`config.mk`:
```
export PLATFORM = sky130hd
export DESIGN_NAME = dp_contention_arbiter
export DESIGN_NICKNAME = d
export VERILOG_FILES = /design/src/rtl/dp_contention_arbiter.sv
export SDC_FILE = /design/constraint.sdc
export NUM_CORES = 1
export LEC_CHECK = 0
export BUFFER_PORTS_ARGS = -buffer_cell sky130_fd_sc_hd__buf_2
export CORE_MARGIN = 3
export CORE_UTILIZATION = 45
export CTS_CLUSTER_DIAMETER = 120
export DETAILED_ROUTE_END_ITERATION = 10
export GPL_TIMING_DRIVEN = 0
export PLACE_DENSITY = 0.73
export SYNTH_ARGS = -nofsm -noshare
export SYNTH_HDL_FRONTEND = slang
export SYNTH_SLANG_ARGS = --single-unit
```
`constraint.sdc`:
```
create_clock -name clk -period 2.16 [get_ports clk]
set_clock_uncertainty 0.15 [all_clocks]
set_input_delay 0.54 -clock clk [delete_from_list [all_inputs] [get_ports clk]]
set_output_delay 0.54 -clock clk [all_outputs]
set_load 0.005 [all_outputs]
```
`src/rtl/dp_contention_arbiter.sv`:
```
module dp_contention_arbiter #(
  parameter int AW = 12
) (
  input  logic          clk,
  input  logic          rst_n,
  input  logic          master_mode,
  input  logic          left_en,
  input  logic [AW-1:0] left_addr,
  input  logic          left_wr,
  input  logic          right_en,
  input  logic [AW-1:0] right_addr,
  input  logic          right_wr,
  input  logic          left_busy_in,
  input  logic          right_busy_in,
  output logic          left_busy_out,
  output logic          right_busy_out,
  output logic          left_wr_ok,
  output logic          right_wr_ok
);

  typedef enum logic [1:0] {OWN_NONE = 2'd0, OWN_LEFT = 2'd1, OWN_RIGHT = 2'd2} owner_t;

  logic          l_en_q, r_en_q;
  logic [AW-1:0] l_addr_q, r_addr_q;
  owner_t        hold_q, owner;
  logic          clash, l_early, r_early, l_lose, r_lose, l_block, r_block;

  assign clash   = left_en & right_en & (left_addr == right_addr);
  assign l_early = l_en_q & (l_addr_q == left_addr);
  assign r_early = r_en_q & (r_addr_q == right_addr);

  always_comb begin
    owner = OWN_NONE;
    if (rst_n && clash) begin
      if (hold_q != OWN_NONE)       owner = hold_q;
      else if (r_early && !l_early) owner = OWN_RIGHT;
      else                          owner = OWN_LEFT;
    end
  end

  assign l_lose = (owner == OWN_RIGHT);
  assign r_lose = (owner == OWN_LEFT);

  assign left_busy_out  = master_mode & l_lose;
  assign right_busy_out = master_mode & r_lose;

  assign l_block = master_mode ? l_lose : left_busy_in;
  assign r_block = master_mode ? r_lose : right_busy_in;

  assign left_wr_ok  = left_wr  & ~l_block;
  assign right_wr_ok = right_wr & ~r_block;

  always_ff @(posedge clk or negedge rst_n) begin
    if (!rst_n) begin
      l_en_q   <= 1'b0;
      r_en_q   <= 1'b0;
      l_addr_q <= '0;
      r_addr_q <= '0;
      hold_q   <= OWN_NONE;
    end else begin
      l_en_q   <= left_en;
      r_en_q   <= right_en;
      l_addr_q <= left_addr;
      r_addr_q <= right_addr;
      hold_q   <= owner;
    end
  end

  logic started_q;
  always_ff @(posedge clk or negedge rst_n) begin
    if (!rst_n) started_q <= 1'b0;
    else        started_q <= 1'b1;
  end


  busy_needs_match_chk: assert property (@(posedge clk) disable iff (!rst_n)
    (left_busy_out || right_busy_out) |-> (left_en && right_en && left_addr == right_addr));


  single_loser_chk: assert property (@(posedge clk) disable iff (!rst_n)
    $onehot0({left_busy_out, right_busy_out}));


  contention_has_loser_chk: assert property (@(posedge clk) disable iff (!rst_n)
    (master_mode && left_en && right_en && left_addr == right_addr)
      |-> $countones({left_busy_out, right_busy_out}) == 1);


  winner_held_chk: assert property (@(posedge clk) disable iff (!rst_n)
    (started_q && $past(right_busy_out) && master_mode && left_en && right_en
      && left_addr == right_addr) |-> right_busy_out);


  slave_quiet_chk: assert property (@(posedge clk) disable iff (!rst_n)
    !master_mode |-> (!left_busy_out && !right_busy_out));


  slave_write_block_chk: assert property (@(posedge clk) disable iff (!rst_n)
    (!master_mode && (left_busy_in || right_busy_in))
      |-> !((left_busy_in && left_wr_ok) || (right_busy_in && right_wr_ok)));


  master_write_block_chk: assert property (@(posedge clk) disable iff (!rst_n)
    (master_mode && (left_busy_out || right_busy_out))
      |-> !((left_busy_out && left_wr_ok) || (right_busy_out && right_wr_ok)));

endmodule

```
==> Word-level counts from Yosys, hierarchy flattened <==
Index checks and enable logic that the tools add are counted.
W data, S select, Z words.
{ "totals": {"ff_bits": 28, "in_bits": 33, "output_inout_bits": 4, "wordCells": 29} }
{ "classes": {"n_eq_ne": 5, "n_mux": 5, "bitwise_logic": 10, "reduce_logical": 4} }
{ "ops": {"columns": ["op", "count"], "rows": [
  ["$eq A12 B12 Y1", 3],
  ["$and A1 B1 Y1", 8],
  ["$mux W2", 3],
  ["$eq A2 B1 Y1 const B", 1],
  ["$eq A2 B2 Y1 const B", 1],
  ["$logic_and A1 B1 Y1", 2],
  ["$mux W1", 2],
  ["$not A1 Y1", 2],
  ["$reduce_bool A2 Y1", 1],
  ["$logic_not A1 Y1", 1]
]} }

==> Depth between registers and ports, before layout <==
{ "logic_depth": {"depth_word": 11, "depth_mapped": 5} }

==> Worst setup path after synthesis <==
No wires, ideal clock.
{ "synth_path": {"path_type": "input-to-output", "from": "input port left_addr[10]", "to": "output port right_wr_ok", "arrival_ns": 1.542, "required_time_ns": 1.470, "slack_ns": -0.072, "stages": 4, "path_buffers": 0, "cell_sequence": "xor2_1 -> nor4_2 -> a41oi_2 -> o311a_1"} }
{ "synth_between": {"elab_chain_len": 11} }
{ "synth_rtl": {"columns": ["element", "line", "rtl"], "rows": [
  ["from (decl)", "8", "input logic [AW-1:0] left_addr,"],
  ["$eq A12 B12 Y1", "29", "assign l_early = l_en_q & (l_addr_q == left_addr);"],
  ["$and A1 B1 Y1", "29", null],
  ["$logic_not A1 Y1", "36", "else if (r_early && !l_early) owner = OWN_RIGHT;"],
  ["$logic_and A1 B1 Y1", "36", null],
  ["$mux W2", "36", null],
  ["$mux W2", "35", "if (hold_q != OWN_NONE) owner = hold_q;"],
  ["$mux W2 (*)", "34", "if (rst_n && clash) begin"],
  ["$eq A2 B1 Y1 (*)", "42", "assign r_lose = (owner == OWN_LEFT);"],
  ["$mux W1 (*)", "48", "assign r_block = master_mode ? r_lose : right_busy_in;"],
  ["$not A1 Y1 (*)", "51", "assign right_wr_ok = right_wr & ~r_block;"],
  ["$and A1 B1 Y1 (*)", "51", null],
  ["to (decl)", "18", "output logic right_wr_ok"]
]} }
Mark *: on every way between the ends. The rest lies on a longest branch, timed or not.

==> Worst setup path after layout <==
{ "layout_path": {"from": "register r_addr_q[2]", "to": "output port right_wr_ok"} }
{ "layout_between": {"elab_chain_len": 10} }
{ "layout_rtl": {"columns": ["element", "line", "rtl"], "rows": [
  ["from (decl)", "24", "logic [AW-1:0] l_addr_q, r_addr_q;"],
  ["from (signal assigned)", "64", "r_addr_q <= right_addr;"],
  ["$eq A12 B12 Y1", "30", "assign r_early = r_en_q & (r_addr_q == right_addr);"],
  ["$and A1 B1 Y1", "30", null],
  ["$logic_and A1 B1 Y1", "36", null],
  ["$mux W2", "36", null],
  ["$mux W2", "35", null],
  ["$mux W2", "34", null],
  ["$eq A2 B1 Y1", "42", null],
  ["$mux W1", "48", null],
  ["$not A1 Y1", "51", null],
  ["$and A1 B1 Y1", "51", null]
]} }
No other way between the ends.

==> results.md <==
* Status: finished with violations
* Violated checks: negative setup slack
* Gpl congestion at 0.783
* Clk Tree Root Cell: clkbuf_4
* Total Power at 1.05 mW
* Commonest non-fill, non-tap cell in the layout: buf_2
* Total CTS buffers at 3
* Crit share post-route at 121%
* Dpl cells at between 150 and 200
* Ant. Diodes at 0
* Post-Synthesis Cells at between 90 and 100
* Req. time, crit path at 1470 ps
* #FFs+latches synth at 28
* Avg Inst Size Synth at 13.0 µm²
* Top cell type by total area after synthesis: dfrtp_1
* GRT overflow at 0
* H-Tree Depth at 1
* Cells along the critical path: xor2_1 -> nor4_2 -> nand4_1 -> a41oi_2 -> o311a_1 -> buf_2
* Post-layout util at 61.0%
* DR iter-0 viols at 20
* Synth unique cells at 21
* CP Class: flop to output pin
* Initial Utilization at 48.6%
* TritonCTS clock tree: done
* Layout Cells excl Fill at 170
* Final #Nets at 174
* Crit-path max FO at 5
* Hold Crit Class: input port to flop
* Lkg Pwr at 0.722 nW
* Dpl hpwl at 1.94 mm
* Worst relative slew slack at 79.1%
* Top cells by area, synth: dfrtp_1 56%, xor2_1 22%, nor4_2 4.0%, xnor2_1 3.5%, nor4_1 2.0%
* Clock share of power at approximately 32%
* Critical Path Sink Type: output pin
* Maximum clock path buffer count at 2
* RSZ-0062 raised after global routing: true
* Number of I/O pins at 37
* Combinational share of power at 14.4%
* RR Endpoint: hold_q[0]
* Port Buf Inserts at 36
* Final ANT Viol Nets at 0
* Share of layout cells above drive strength 1 at 35.0%
* Die Span Y at 58.7 µm
* Reg-to-reg slack, setup at 380 ps
* Clk_lat worst skew at between 300 and 400 ps
* Global-route wire length before repair at 4.20 mm
* Hold endpoint: r_en_q
* Hold Path Cell Cnt at 1
* Setup TNS at -1690 ps
* Max Slew Vio Count at 0
* Switching pwr at 0.245 mW
* Core area at around 2600 µm²
* Worst VDD drop at slightly below 0.5 mV
* Slowest cell on crit path: dfrtp_1
* Vias at 866
* Min-delay src: right_en
* Core Rows at 18
* Top-area cell type share of the netlist area at between 50% and 60%
* Max Clk Rate at roughly 380 MHz
* Worst r2r src: r_addr_q[2]
* Number of global-route vias before repair at 894
* Tot GR Track Use at 16.4%
* Vias per inst at 5.09
* Final hold viol count at 0
* Register area share after synthesis at 56.1%
* Cell-internal power at 0.805 mW
* Post-Place Setup Slack at -633 ps
* Total of fill cells in the finished design at 220
* Yosys warnings at 0
* Worst Path Arrival at 1930 ps
* Sink Count at 28
* Clk pin slew, worst setup/hold paths at 150 ps
* FF-to-FF path depth at 6
* Routed len/inst at 14.7 µm
* Net Count, Synth at 129
* Least-Margin Pin Slew at 310 ps
* Final period demand of the worst path at between 2000 and 3000 ps
* Final setup viols at 4
* Synth-to-layout area growth at 25.5%
* Residual DRC at 0
* Crit path launch type: flop
* Most frequent cells in the layout: 35 x buf_2, 31 x xor2_1, 28 x dfrtp_1
* Max cap viols at 0
* Drt first pass iters at 3
* Pwr dens at 670 nW/µm²
* Largest net degree at the start of global routing at 29
* WL final at between 2 and 2.5 mm
* Sw Share at 23.4%
* Die area at 3440 µm²
* Sequential Power Share at 53.2%
* Initial antenna violation count at 0
* CP max stage delay at 400 ps
* Mapped Area at 1250 µm²
* Die extent in x at 58.7 µm
* Setup ws final at -458 ps
## worst max-delay path by stage
stage	from	to	slack, ps	cells past startpoint
finish	r_addr_q[2]	right_wr_ok	-460	6
global route	r_addr_q[2]	right_wr_ok	-560	6
CTS	r_addr_q[6]	right_wr_ok	-460	6
detailed placement	rst_n	right_wr_ok	-630	7
global placement	rst_n	right_wr_ok	-620	7
floorplan	left_addr[10]	right_wr_ok	-70	4
## area by class of cell
type	instances	area [µm²]	area share (%)
multi-input combinational	68	548	35.0
timing repair buffer	40	228	14.5
clock inverter	1	30.0	1.92
clock buffer	3	22.5	1.44
sequential	28	701	44.7
tap	30	37.5	2.40
## state kept, by name, summed over array words and instances (netlist names)
register,flops
l_addr_q,12
hold_q,2
l_en_q,1
r_en_q,1
r_addr_q,12
## synthesized netlist by cell type
cell type	number
xor2_1	31
dfrtp_1	28
xnor2_1	5
nor3_1	4
nor4_1	4
nor4_2	4
nor2_1	3
nand2_1	2
nand4_1	2
nor3b_1	2
a21oi_1	1
a41oi_1	1
a41oi_2	1
and4_1	1
nand2b_1	1
nand3_1	1
nor2b_1	1
o21a_1	1
o21ba_2	1
o311a_1	1
o31ai_1	1
## worst max-delay path, delay by kind of cell, from the launching register on
family / cells / cell delay, ps
buffers and inverters: 1 / 100
and+or+nand+nor: 2 / 490
DFF: 1 / 400
xor gates and xnor gates: 1 / 150
AOI/OAI and AO/OA: 2 / 470
## power by group through the flow
| stage | Clock (mW) | Sequential [mW] | Combinational (mW) |
|---|---|---|---|
| after detailed placement | 0 | 0.570 | 0.146 |
| final | 0.339 | 0.559 | 0.152 |
| after global placement | 0 | 0.568 | 0.142 |
| after CTS | 0.348 | 0.559 | 0.154 |
| after floorplan | 0 | 0.568 | 0.0696 |
| after global routing | 0.373 | 0.561 | 0.170 |
## metal layers
metal,global-route usage [%],vias up,share of wire [%]
li1,-,422,-
met1,21.4,417,45
met2,27.0,25,49
met3,5.04,2,6.2
met4,3.88,0,0.52
met5,0,-,0
## logic make-up (layout without fill, tap and decap cells)
| logic type | Yosys count | count (layout) | synth area share (%) |
|---|---|---|---|
| simple gates | 25 | 25 | 13.4 |
| xor+xnor | 36 | 36 | 25.3 |
| compound gates | 7 | 7 | 5.21 |
| buf+inv | 0 | 44 | 0 |
| flops | 28 | 28 | 56.1 |
## through the flow
step	hold WS, ps	cell area (µm²)
4_1_cts	159	1570
5_1_grt	132	1570
2_1_floorplan	94.4	1250
6_report	162	1570
3_3_place_gp	380	1470
3_5_place_dp	394	1470
## repair_timing
item                                    CTS  global route
endpoints found under the setup margin    4             4
gates resized for setup                   1             0
endpoints found under the hold margin    28             0
hold buffers                              2             0
buffers inserted                          2             0
pin swaps                                 7             2
No activity file was read; power rests on OpenSTA's default activity.
